**src/rtl/hdr_align_pkg.sv**
```systemverilog
package hdr_align_pkg;

    localparam int PHASES = 3;
    localparam int HDR_W  = 3;
    localparam logic [HDR_W-1:0] HDR_PATTERN = 3'b010;

    typedef enum logic [1:0] {
        S_IDLE,
        S_CAPTURE,
        S_JUDGE
    } align_state_t;

    // Centre of the qualifying run; for a pair, the later phase (2 then 0 wraps).
    function automatic logic [1:0] pick_phase(input logic [PHASES-1:0] q);
        logic [1:0] r;
        unique case (q)
            3'b001:  r = 2'd0;
            3'b010:  r = 2'd1;
            3'b100:  r = 2'd2;
            3'b011:  r = 2'd1;
            3'b110:  r = 2'd2;
            3'b101:  r = 2'd0;
            3'b111:  r = 2'd1;
            default: r = 2'd1;
        endcase
        return r;
    endfunction

    function automatic logic bit_at(input logic [PHASES-1:0] v, input logic [1:0] i);
        logic r;
        unique case (i)
            2'd0:    r = v[0];
            2'd1:    r = v[1];
            default: r = v[2];
        endcase
        return r;
    endfunction

endpackage

```
**src/rtl/hdr_phase_shift.sv**
```systemverilog
module hdr_phase_shift
    import hdr_align_pkg::*;
#(
    parameter int DATA_W = 16,
    parameter int PH_IDX = 0
) (
    input  logic              clk,
    input  logic              rst_n,
    input  logic              cap_en,
    input  logic [1:0]        cap_ph,
    input  logic              sdata,
    output logic              qual_o,
    output logic [DATA_W-1:0] word_o
);
    localparam int FRAME_W = HDR_W + DATA_W;

    logic [FRAME_W-1:0] bits_q;

    always_ff @(posedge clk or negedge rst_n) begin
        if (!rst_n) begin
            bits_q <= '0;
        end else if (cap_en && (cap_ph == 2'(PH_IDX))) begin
            bits_q <= {bits_q[FRAME_W-2:0], sdata};
        end
    end

    assign qual_o = (bits_q[FRAME_W-1 -: HDR_W] == HDR_PATTERN);
    assign word_o = bits_q[DATA_W-1:0];

endmodule

```
**src/rtl/hdr_phase_pick.sv**
```systemverilog
module hdr_phase_pick
    import hdr_align_pkg::*;
(
    input  logic [PHASES-1:0] qual_i,
    output logic [1:0]        best_o,
    output logic              any_o
);
    assign any_o  = |qual_i;
    assign best_o = pick_phase(qual_i);


    always_comb begin
        if (any_o) begin
            pick_qualifies_chk: assert (bit_at(qual_i, best_o))
                else $error("chosen phase does not qualify");
        end
    end

endmodule

```
**src/rtl/hdr_lock_track.sv**
```systemverilog
module hdr_lock_track
    import hdr_align_pkg::*;
#(
    parameter int LOCK_FRAMES = 4
) (
    input  logic              clk,
    input  logic              rst_n,
    input  logic              eval_i,
    input  logic [PHASES-1:0] qual_i,
    input  logic [1:0]        best_i,
    input  logic              any_i,
    output logic [1:0]        sel_next_o,
    output logic              locked_next_o
);
    localparam int LOCK_W = $clog2(LOCK_FRAMES + 1);
    localparam logic [LOCK_W-1:0] RUN_MAX = LOCK_W'(LOCK_FRAMES);

    logic [1:0]        sel_q, sel_n;
    logic [LOCK_W-1:0] run_q, run_n;
    logic              locked_now;

    assign locked_now = (run_q == RUN_MAX);

    always_comb begin
        sel_n = sel_q;
        run_n = run_q;
        if (!any_i) begin
            run_n = '0;
        end else if (locked_now && bit_at(qual_i, sel_q)) begin
            run_n = run_q;
        end else if (best_i == sel_q) begin
            run_n = locked_now ? run_q : run_q + LOCK_W'(1);
        end else begin
            sel_n = best_i;
            run_n = LOCK_W'(1);
        end
    end

    always_ff @(posedge clk or negedge rst_n) begin
        if (!rst_n) begin
            sel_q <= 2'd1;
            run_q <= '0;
        end else if (eval_i) begin
            sel_q <= sel_n;
            run_q <= run_n;
        end
    end

    assign sel_next_o    = sel_n;
    assign locked_next_o = (run_n == RUN_MAX);


    run_clear_chk: assert property (@(posedge clk) disable iff (!rst_n)
        (eval_i && !any_i) |=> (run_q == '0))
        else $error("run not cleared after sync error");


    sticky_chk: assert property (@(posedge clk) disable iff (!rst_n)
        (eval_i && locked_now && bit_at(qual_i, sel_q)) |=> (sel_q == $past(sel_q) && locked_now))
        else $error("locked phase dropped while still qualifying");

endmodule

```
**src/rtl/hdr_phase_align.sv**
```systemverilog
module hdr_phase_align
    import hdr_align_pkg::*;
#(
    parameter int DATA_W      = 16,
    parameter int LOCK_FRAMES = 4
) (
    input  logic              clk,
    input  logic              rst_n,
    input  logic              frame_start,
    input  logic              sdata,
    output logic [DATA_W-1:0] word_o,
    output logic [1:0]        phase_o,
    output logic              valid_o,
    output logic              locked_o,
    output logic              sync_err_o
);
    localparam int FRAME_W = HDR_W + DATA_W;
    localparam int SLOT_W  = $clog2(FRAME_W);
    localparam logic [SLOT_W-1:0] LAST_SLOT = SLOT_W'(FRAME_W - 1);
    localparam logic [1:0]        LAST_PH   = 2'(PHASES - 1);

    align_state_t      state_q, state_n;
    logic [1:0]        ph_q, ph_n;
    logic [SLOT_W-1:0] slot_q, slot_n;
    logic              cap_en;
    logic [1:0]        cap_ph;
    logic              eval;
    logic              last_sample;

    logic [PHASES-1:0] qual;
    logic [DATA_W-1:0] word_arr [PHASES];
    logic [1:0]        best;
    logic              any_ok;
    logic [1:0]        sel_next;
    logic              locked_next;
    logic [DATA_W-1:0] word_sel;

    assign last_sample = (slot_q == LAST_SLOT) && (ph_q == LAST_PH);
    assign eval        = (state_q == S_JUDGE);

    // next state and sample counters
    always_comb begin
        state_n = state_q;
        ph_n    = ph_q;
        slot_n  = slot_q;
        cap_en  = 1'b0;
        cap_ph  = ph_q;
        unique case (state_q)
            S_IDLE, S_JUDGE: begin
                if (frame_start) begin
                    cap_en  = 1'b1;
                    cap_ph  = 2'd0;
                    ph_n    = 2'd1;
                    slot_n  = '0;
                    state_n = S_CAPTURE;
                end else begin
                    state_n = S_IDLE;
                end
            end
            S_CAPTURE: begin
                cap_en = 1'b1;
                if (frame_start) begin
                    cap_ph = 2'd0;
                    ph_n   = 2'd1;
                    slot_n = '0;
                end else if (last_sample) begin
                    state_n = S_JUDGE;
                end else if (ph_q == LAST_PH) begin
                    ph_n   = 2'd0;
                    slot_n = slot_q + SLOT_W'(1);
                end else begin
                    ph_n = ph_q + 2'd1;
                end
            end
            default: state_n = S_IDLE;
        endcase
    end

    // state register
    always_ff @(posedge clk or negedge rst_n) begin
        if (!rst_n) begin
            state_q <= S_IDLE;
            ph_q    <= 2'd0;
            slot_q  <= '0;
        end else begin
            state_q <= state_n;
            ph_q    <= ph_n;
            slot_q  <= slot_n;
        end
    end

    for (genvar g = 0; g < PHASES; g++) begin : g_phase
        hdr_phase_shift #(
            .DATA_W (DATA_W),
            .PH_IDX (g)
        ) u_shift (
            .clk    (clk),
            .rst_n  (rst_n),
            .cap_en (cap_en),
            .cap_ph (cap_ph),
            .sdata  (sdata),
            .qual_o (qual[g]),
            .word_o (word_arr[g])
        );
    end

    hdr_phase_pick u_pick (
        .qual_i (qual),
        .best_o (best),
        .any_o  (any_ok)
    );

    hdr_lock_track #(
        .LOCK_FRAMES (LOCK_FRAMES)
    ) u_lock (
        .clk           (clk),
        .rst_n         (rst_n),
        .eval_i        (eval),
        .qual_i        (qual),
        .best_i        (best),
        .any_i         (any_ok),
        .sel_next_o    (sel_next),
        .locked_next_o (locked_next)
    );

    always_comb begin
        unique case (sel_next)
            2'd0:    word_sel = word_arr[0];
            2'd1:    word_sel = word_arr[1];
            default: word_sel = word_arr[2];
        endcase
    end

    // outputs
    always_ff @(posedge clk or negedge rst_n) begin
        if (!rst_n) begin
            word_o     <= '0;
            phase_o    <= 2'd1;
            valid_o    <= 1'b0;
            locked_o   <= 1'b0;
            sync_err_o <= 1'b0;
        end else begin
            valid_o    <= 1'b0;
            sync_err_o <= 1'b0;
            if (eval) begin
                if (any_ok) begin
                    valid_o  <= 1'b1;
                    word_o   <= word_sel;
                    phase_o  <= sel_next;
                    locked_o <= locked_next;
                end else begin
                    sync_err_o <= 1'b1;
                    locked_o   <= 1'b0;
                end
            end
        end
    end


    excl_out_chk: assert property (@(posedge clk) disable iff (!rst_n)
        !(valid_o && sync_err_o))
        else $error("valid and sync error together");


    valid_pulse_chk: assert property (@(posedge clk) disable iff (!rst_n)
        (valid_o || sync_err_o) |=> !(valid_o || sync_err_o))
        else $error("result strobe longer than one cycle");


    valid_src_chk: assert property (@(posedge clk) disable iff (!rst_n)
        (valid_o || sync_err_o) |-> ($past(state_q) == S_JUDGE))
        else $error("result without a judging cycle");


    err_keep_chk: assert property (@(posedge clk) disable iff (!rst_n)
        sync_err_o |-> (phase_o == $past(phase_o) && word_o == $past(word_o) && !locked_o))
        else $error("sync error altered outputs");


    restart_chk: assert property (@(posedge clk) disable iff (!rst_n)
        (state_q == S_CAPTURE && frame_start) |=> (ph_q == 2'd1 && slot_q == '0))
        else $error("mid-burst frame_start did not restart capture");

endmodule

```
**config.mk**
```make
export PLATFORM = sky130hd
export DESIGN_NAME = hdr_phase_align
export DESIGN_NICKNAME = d
export VERILOG_FILES = /design/src/rtl/hdr_align_pkg.sv /design/src/rtl/hdr_phase_shift.sv /design/src/rtl/hdr_phase_pick.sv /design/src/rtl/hdr_lock_track.sv /design/src/rtl/hdr_phase_align.sv
export SDC_FILE = /design/constraint.sdc
export NUM_CORES = 1
export LEC_CHECK = 0
export ABC_AREA = 1
export BUFFER_PORTS_ARGS = -buffer_cell sky130_fd_sc_hd__clkbuf_2
export CAP_MARGIN = 25
export CORE_MARGIN = 2
export CORE_UTILIZATION = 52
export DETAILED_ROUTE_END_ITERATION = 6
export PLACE_DENSITY = 0.78
export RECOVER_POWER = 50
export SETUP_SLACK_MARGIN = 0.15
export SKIP_CTS_REPAIR_TIMING = 1
export SLEW_MARGIN = 10
export SYNTH_ARGS = -nofsm -noshare
export SYNTH_HDL_FRONTEND = slang
export SYNTH_SLANG_ARGS = --single-unit
```
**constraint.sdc**
```tcl
create_clock -name clk -period 4.6 [get_ports clk]
set_input_delay 0.92 -clock clk [delete_from_list [all_inputs] [get_ports clk]]
set_output_delay 0.92 -clock clk [all_outputs]
set_load 0.005 [all_outputs]
```
Yosys cells after proc, flatten, opt, wreduce, memory -nomap -nowiden:

Index checks and enable logic that the tools add are counted.

* equal/unequal tests: 23
* multiplexer cells: 34
* reductions and logical operators: 19
* $add $sub $neg: 3

Operators with widths (number)
* 16-bit one-hot mux with 2 select lines: 1
* 2-bit two-way mux: 11
* 5-bit two-way mux: 4
* 3-bit equality test, second input constant: 5
* 3-bit two-way mux: 4
* 2-bit one-hot mux with 2 select lines: 3
* 5-bit one-hot mux with 2 select lines: 1
* 3-bit by 2-bit equality test with 1-bit output, second input constant: 3
* 2-bit by 1-bit equality test with 1-bit output, second input constant: 4
* 2-bit logical NOT: 4
* 1-bit two-way mux: 8
* 2-bit equality test, second input constant: 3
* 2-bit != test, second input constant: 3
* 3-bit != test, second input constant: 2
* 2-bit OR reduction: 3
* 3-bit OR reduction: 2
* 5-bit by 1-bit adder with 5-bit output, second input constant: 1
* 5-bit equality test, second input constant: 1
* 1-bit logical AND: 5
* 1-bit one-hot mux with 2 select lines: 2
* 2-bit AND reduction: 2
* 4-bit AND reduction: 1
* 3-bit by 1-bit adder with 3-bit output, second input constant: 1
* 3-bit by 1-bit equality test with 1-bit output, second input constant: 1
* other kinds (4): 4

* register bits: 92
* bits of input ports: 4
* logic and storage cells: 92

Longest topological paths before layout:

Gate-level depths: netlist (run 1).

* depth after elaboration: 10
* gate-level depth with buffers: 14
* gate-level depth less buffers: 13

Cells and area by module:

Synthesis (run 1) repeated with hierarchy kept, for this count alone.

* cells, all modules: 604
* area, all modules: 4942.2 µm²

By module, submodules not included
* hdr_phase_shift (g_phase[1].u_shift ...): sequential area each 475.5 µm², instances 2, cells each 102, area each 969.7 µm²
* hdr_phase_align: sequential area each 752.0 µm², instances 1, cells each 231, area each 1639.1 µm²
* hdr_phase_shift (g_phase[0].u_shift): sequential area each 475.5 µm², instances 1, cells each 100, area each 910.9 µm²
* hdr_lock_track: sequential area each 126.4 µm², instances 1, cells each 63, area each 429.2 µm²
* hdr_phase_pick: sequential area each 0.0 µm², instances 1, cells each 6, area each 23.8 µm²

Worst setup path before layout (run 1):

Ideal clock, no wire load.

* kind: input port to flip-flop
* start: in frame_start
* end: reg g_phase[0].u_shift.bits_q[10]
* stages on the path: 5
* setup slack: 2.647 ns
* arrival: 1.829 ns
* setup time: 0.125 ns
* data required time: 4.475 ns
* cell sequence: o21ai_0 -> inv_1 -> nand2_1 -> buf_2 -> mux2_2

* longest elaborated chain between the ends: 4

Ends and longest elaborated chain
* from (decl): line hdr_phase_align.sv:9 `input logic frame_start,`
* 2-bit two-way mux: line hdr_phase_align.sv:50, hdr_phase_align.sv:62
* 2-bit two-way mux
* 2-bit logical NOT: line hdr_phase_shift.sv:22 `end else if (cap_en && (cap_ph == 2'(PH_IDX))) begin`
* 1-bit logical AND (*): line hdr_phase_shift.sv:22
* to (signal assigned): line hdr_phase_shift.sv:23 `bits_q <= {bits_q[FRAME_W-2:0], sdata};`
* to (decl): line hdr_phase_shift.sv:17 `logic [FRAME_W-1:0] bits_q;`

Every way passes the cells marked *; elsewhere a longest branch is shown, timed or not.
A chain may end at the register's enable or synchronous reset.

Worst setup path in the final report (run 1):

* start: reg state_q[0]
* end: reg word_o[13]

* longest elaborated chain between the ends: 2

Ends and longest elaborated chain
* from (decl): line hdr_phase_align.sv:22 `align_state_t state_q, state_n;`
* from (signal assigned): line hdr_phase_align.sv:86 `state_q <= state_n;`
* 2-bit equality test: line hdr_phase_align.sv:39 `assign eval = (state_q == S_JUDGE);`
* 2-bit AND reduction (no line)
* to (signal assigned): line hdr_phase_align.sv:148 `word_o <= word_sel;`
* to (decl): line hdr_phase_align.sv:11 `output logic [DATA_W-1:0] word_o,`

Every way passes these cells.

==> impl_metrics.yaml, run 1 <==
worst_setup_path:
  cp_slowest_cell: "inv_1"
  worstPathMaxFanout: 21
  crit_type: "register to register"
  arrival_ns: 2.94
  start_kind: "register"
  crit_path_end_kind: "register"
  rr_worst_depth: 7
  critical-path-top-delay-family: "simple AND/OR/NAND/NOR gates"
  crit_top_cell: "nand2_1"
  crit_chain: "nor2_1 > nand2_1 > inv_1 > nand2_1 > o21ai_0 > inv_1 > nand2_1"
  required_ns: 4.91
  critPathMaxStageDelay_ns: 0.67
  cp.depth: 7
  worst-path-buf-inv: 2
cells_and_area:
  fill_cells: 680
  syn_to_final_growth_pct: 8.775
  fin_nets: 503
  antenna_cells: 0
  final_core_util_pct: 59.20
  final_area_um2: 4622
  layout-drive-gt1-share_pct: 18.40
  final_cells: 602
yosys:
  yosysSeqAreaShare_pct: 54.24
  avgSynthCellArea_um2: 8.964
  yosysWarnings: 0
  ys_types: 32
  syn-num-nets: 482
  mappedNetlistArea_um2: 4249
  synth_cells: 474
  synth-seq-cells: 92
pwr:
  power_density_nw_per_um2: 501.0
  report.power.total_mw: 2.315
  peakVddDrop_uv: 227.9
  leakagePower_nw: 2.462
timing:
  drv_slew: 0
  max_clock_freq_ghz: 0.3811
  rsz0062_at_grt: "false"
  fin_setup_tns_ns: 0
  worst_pin_slew_ns: 1.445
  finalHoldViolations: 0
  period_share_pct: 57.04
  min_period_ns: 2.624
  fin_skew_ns: 0.009166
  relSlewSlack_pct: 3.649
  setup_viol: 0
worst_hold_path:
  hold_path.class: "register to register"
  hold_depth: 2
clock_network:
  root_buffer: "clkbuf_8"
  cts_made_buffers: 9
  clkTransAtPathRegs_ns: 0.10
  cts_tree: "done"
  clock_sinks: 92
  insertion_delay_ns: 0.37
  clk_path_buf_depth: 2
  cts_max_level: 3
route:
  wl_um: 8187
  firstDrtPassIters: 5
  ant_nets: 0
  first_iter_violations: 216
  drc: 0
  wire_per_inst_um: 13.60
  vias: 3128
  vias_per_cell: 5.196
global_route:
  grt_pass1_vias: 2984
  grt_usage_pct: 20.56
  use_met1_pct: 28.41
  grt_busiest_layer: "met2"
  grt.met3_usage_pct: 3.591
  grt_pass1_wl_um: 14020
  gr-usage-met2_pct: 32.32
  antenna_found_initial: 0
  grt_overflow: 0
  grt_max_degree: 66
place:
  dp_hpwl_um: 5453
  portBuffers: 24
  dp_cells: 586
  place_area_um2: 4424
  place_congestion: 0.8539
floorplan:
  initial_utilization_pct: 54.42
  dieArea_um2: 8910
  boundaryPins: 25
  fp-row-count: 32
  die_x_um: 94.40
  chipHeight_um: 94.40
  core_area_um2: 7807
run:
  maxCapViolCount: 0
run_status:
  status: "complete, no violations"
[cell families (layout without fill, tap and decap cells)]
logic type      count (synthesis)  after routing  share of synthesized area [%]
simple gates                  208            208                          22.88
flops                          92             92                          54.24
mux                            18             18                          4.770
fa+ha+maj                       4              4                          1.178
compound gates                 71             71                          8.805
buf+inv                        80            106                          7.921
xor+xnor                        1              1                         0.2062
[through the flow]
stage	setup WS (ns)	hold slack [ns]
2_1_floorplan	2.647	0.4530
3_3_place_gp	2.119	0.4682
3_5_place_dp	2.020	0.4771
4_1_cts	1.976	0.4994
5_1_grt	1.632	0.5269
6_report	1.976	0.4979
[sequential cells by signal, summed over array words and instances (netlist names)]
name and flops:
slot_q 5, u_lock.run_q 3, u_lock.sel_q 2, locked_o 1, ph_q 2, sync_err_o 1
g_phase.u_shift.bits_q 57, phase_o 2, valid_o 1, word_o 16, state_q 2
[synthesized netlist by cell type (all sizes together)]
cell type    n  area share (%)
a21oi       29             3.7
a22oi        1            0.18
buf          9             1.6
clkbuf       8            0.71
dfrtp       90              53
dfstp        2             1.2
ha           4             1.2
inv         63             5.6
mux2        18             4.8
nand2      120              12
nand3       38             5.0
nand3b       2            0.65
nand4        3            0.44
nor2        33             3.4
nor3         2            0.24
o21ai       38             4.5
o21bai       1            0.18
o22ai        2            0.29
or2         10             1.5
xor2         1            0.21
[path summary, 6_finish.rpt]
path | from | to | slack, ns
worst max-delay path | state_q[0] | word_o[13] | 1.98
worst min-delay path | g_phase[2].u_shift.bits_q[9] | g_phase[2].u_shift.bits_q[9] | 0.50
worst max register to register | state_q[0] | word_o[13] | 1.98
worst min register to register | g_phase[2].u_shift.bits_q[9] | g_phase[2].u_shift.bits_q[9] | 0.50
max in group asynchronous | rst_n | g_phase[1].u_shift.bits_q[11] | 3.08
min in group asynchronous | rst_n | valid_o | 0.64
[worst reg2reg max path, cell delays in order, from the launching register on]
cell and delay [ns]:
dfrtp_1 0.42, nor2_1 0.38, nand2_1 0.49, inv_1 0.67, nand2_1 0.28, o21ai_0 0.22
inv_1 0.06, nand2_1 0.06
[placed cells by master, fill, tap and decap left out, drive strengths merged]
master    netlist  layout
nand2         120     120
dfrtp          90      90
inv            63      65
o21ai          38      38
nand3          38      38
clkbuf          8      35
nor2           33      33
a21oi          29      29
mux2           18      18
or2            10      10
ha              4       4
nand4           3       3
nor3            2       2
o22ai           2       2
clkinvlp        0       2
buf             9       2
dfstp           2       2
nand3b          2       2
a22oi           1       1
xor2            1       1
o21bai          1       1
bufinv          0       1
clkinv          0       1
[where the power goes]
part	internal, mW	switching (mW)	leakage (nW)	total, mW
Sequential	1.01	0.149	1.16	1.16
Clock	0.271	0.302	0.0995	0.573
Combinational	0.220	0.365	1.21	0.585
Total	1.50	0.815	2.46	2.32
[layer usage]
layer / vias to the layer above / part of all wire, %
li1: 1550 / -
met1: 1491 / 48
met2: 67 / 46
met3: 20 / 3.4
met4: 0 / 2.5
met5: - / 0
[layout make-up]
class / count / area (um^2) / area share (%)
clock buffer: 10 / 137.6 / 2.978
multi-input combinational: 302 / 1605 / 34.73
sequential: 92 / 2305 / 49.86
tap: 102 / 127.6 / 2.761
clock inverter: 6 / 71.32 / 1.543
timing repair buffer: 27 / 136.4 / 2.951
inverter: 63 / 239.0 / 5.171
(Power assumes the default switching activity.)
==> run 2, diff against run 1 <==
--- a/config.mk
+++ b/config.mk
@@ -5,7 +5,7 @@
 export SDC_FILE = /design/constraint.sdc
 export NUM_CORES = 1
 export LEC_CHECK = 0
-export ABC_AREA = 1
+export ABC_AREA = 0
 export BUFFER_PORTS_ARGS = -buffer_cell sky130_fd_sc_hd__clkbuf_2
 export CAP_MARGIN = 25
 export CORE_MARGIN = 2
==> constraint.sdc (replaced) <==
create_clock -name clk -period 2.6 [get_ports clk]
set_input_delay 0.52 -clock clk [delete_from_list [all_inputs] [get_ports clk]]
set_output_delay 0.52 -clock clk [all_outputs]
set_load 0.005 [all_outputs]
==> run 2 against run 1 <==
Against the previous run:
- cell count fell by 20%
- clock power grew 85%
- first-iteration DRC count grew 8.8%
- critical path depth is 2 lower
- synthesized area is 1.5% lower
- worst setup slack got worse by 1.5 ns
- via count is 9.3% lower
- wire length down 1.5%
- synthesized cell count decreased by 26%
- fmax rose by 26%
- critical endpoint is now word_o[14]
- highest routed layer unchanged
==> impl_metrics.yaml, run 2 <==
floorplan:
  chipHeight_um: 93.72
  fp-row-count: 32
  die_x_um: 93.72
  dieArea_um2: 8783
  initial_utilization_pct: 53.88
  core_area_um2: 7767
  boundaryPins: 25
global_route:
  grt_pass1_vias: 2888
  grt_usage_pct: 20.19
  antenna_found_initial: 0
  grt_pass1_wl_um: 13740
  grt_max_degree: 48
  grt_overflow: 0
route:
  ant_nets: 0
  vias: 2838
  wl_um: 8062
  vias_per_cell: 5.900
  drc: 0
  firstDrtPassIters: 6
  first_iter_violations: 235
  wire_per_inst_um: 16.76
cells_and_area:
  seq_area_um2: 2305
  top_register: "g_phase.u_shift.bits_q"
  largest_registers: "g_phase.u_shift.bits_q: 57 flops, word_o: 16 flops, slot_q: 5 flops"
  final_area_um2: 4604
  fill_cells: 636
  fin_nets: 382
  layout_commonest_cell: "dfrtp_1"
  antenna_cells: 0
  layout_common_cells: "dfrtp_1 (90), mux2_2 (57), a21oi_1 (39), nor2_1 (25)"
  largest_reg_flops: 57
  layout-drive-gt1-share_pct: 29.29
  multi_input_area_um2: 1747
  syn_to_final_growth_pct: 10.02
worst_setup_path:
  crit_path_end_kind: "register"
  arrival_ns: 2.32
  rr_worst_depth: 5
  r2r_end: "word_o[14]"
  r2r_slack_ns: 0.52
  worstPathMaxFanout: 16
  start_kind: "register"
  r2r_start: "g_phase[2].u_shift.bits_q[16]"
  required_ns: 2.84
  crit_type: "register to register"
yosys:
  avgSynthCellArea_um2: 11.92
  post-synth-top-area-cell: "dfrtp_1"
  synth-seq-cells: 92
  async_reset_ff_share_pct: 100.0
  yosysSeqAreaShare_pct: 55.07
  mappedNetlistArea_um2: 4185
  synth_edf_count: 0
  synth_cells: 351
  synth_mux_area_share_pct: 15.58
  synth_top_cell_area_share_pct: 53.81
  synth_xor_area_share_pct: 0.4185
  yosys.cell_count.top_type: "dfrtp_1"
  ys.flop_type: "dfrtp_1"
  yosysWarnings: 0
  synth_compound_area_share_pct: 15.07
  synth.area.top_cells: "dfrtp_1 (54%), mux2_2 (15%), a21oi_1 (4.7%), a22oi_1 (2.9%), nor2_1 (2.2%)"
  synth_fa_ha_area_share_pct: 1.196
  netlist_top_cells_count: "dfrtp_1 (90), mux2_2 (57), a21oi_1 (39)"
  ys_types: 49
  syn-num-nets: 359
  synth_simple_gate_area_share_pct: 9.387
  synth_top_family_by_area: "multiplexers"
place:
  portBuffers: 24
  place_area_um2: 4393
  place_congestion: 0.8852
  dp_hpwl_um: 5310
timing:
  fin_skew_ns: 0.01285
  fin_setup_tns_ns: 0
  max_clock_freq_ghz: 0.4796
  relSlewSlack_pct: 21.19
  finalHoldViolations: 0
  period_share_pct: 80.19
  min_period_ns: 2.085
  rsz0062_at_grt: "false"
  worst_pin_slew_ns: 1.182
  drv_slew: 0
  setup_viol: 0
  whs_ns: 0.3968
run_status:
  status: "complete, no violations"
clock_network:
  root_buffer: "clkbuf_8"
  cts_max_level: 3
  clk_path_buf_depth: 2
  cts_made_buffers: 9
  cts_tree: "done"
  clock_sinks: 92
  insertion_delay_ns: 0.36
  clkTransAtPathRegs_ns: 0.09
pwr:
  power_density_nw_per_um2: 815.3
  peakVddDrop_uv: 641.3
  leakagePower_nw: 2.153
worst_hold_path:
  hold_path.class: "input pin to asynchronous set/reset pin"
run:
  maxCapViolCount: 0
==> run 2: worst max path at each step <==
stage                                                to                           from  slack [ns]  depth (start not counted)
after CTS                                    word_o[14]  g_phase[2].u_shift.bits_q[16]        0.54                          5
after global routing                         word_o[14]  g_phase[2].u_shift.bits_q[16]        0.35                          5
after floorplan           g_phase[2].u_shift.bits_q[10]                    frame_start        0.53                          6
after detailed placement                     word_o[14]  g_phase[2].u_shift.bits_q[16]        0.56                          5
after global placement                       word_o[12]  g_phase[1].u_shift.bits_q[18]        0.64                          5
final                                        word_o[14]  g_phase[2].u_shift.bits_q[16]        0.52                          5
==> run 2: logic make-up after synthesis <==
kind of cell	Yosys count
compound gates	97
xor+xnor	2
fa+ha+maj	4
buf+inv	26
flops	92
mux	58
simple gates	72
==> run 2: worst max-delay path: stages (launching register included) <==
cell and delay (ns):
dfrtp_1 0.42, nor3b_2 0.52, o22ai_1 0.21, a32o_2 0.43
a22oi_1 0.29, a21oi_1 0.10
==> run 2: layout make-up <==
| type | count | area share (%) |
|---|---|---|
| Clock inverter | 6 | 2.038 |
| Multi-Input combinational cell | 233 | 37.93 |
| Inverter | 7 | 0.5707 |
| Sequential cell | 92 | 50.05 |
| Timing Repair Buffer | 31 | 3.859 |
| Tap cell | 102 | 2.772 |
| Clock buffer | 10 | 2.772 |
==> run 2: metal layers <==
| layer | vias up | wire length, um | GRT usage, % | part of all wire (%) |
|---|---|---|---|---|
| met5 | - | 0 | 0 | 0 |
| met4 | 0 | 107 | 8.575 | 1.3 |
| met3 | 10 | 283 | 3.772 | 3.5 |
| met2 | 61 | 3919 | 31.13 | 49 |
| met1 | 1438 | 3751 | 28.23 | 47 |
| li1 | 1329 | - | - | - |
==> run 2: where the power goes <==
part / leakage (nW) / internal, mW / switching [mW]
clock: 0.107 / 0.550 / 0.508
sequential: 1.20 / 1.73 / 0.255
combinational: 0.850 / 0.399 / 0.307
total: 2.15 / 2.68 / 1.07
==> run 2: per-stage QoR <==
step | utilization (%) | power (mW) | worst slack [ns] | std cells
final | 59.28 | 3.754 | 0.5150 | 481
after floorplan | - | 2.517 | 0.5315 | 351
after detailed placement | 56.56 | 2.723 | 0.5573 | 465
after global placement | 56.56 | 2.660 | 0.6406 | 465
after global routing | 59.28 | 3.972 | 0.3464 | 481
after CTS | 59.41 | 3.781 | 0.5411 | 481
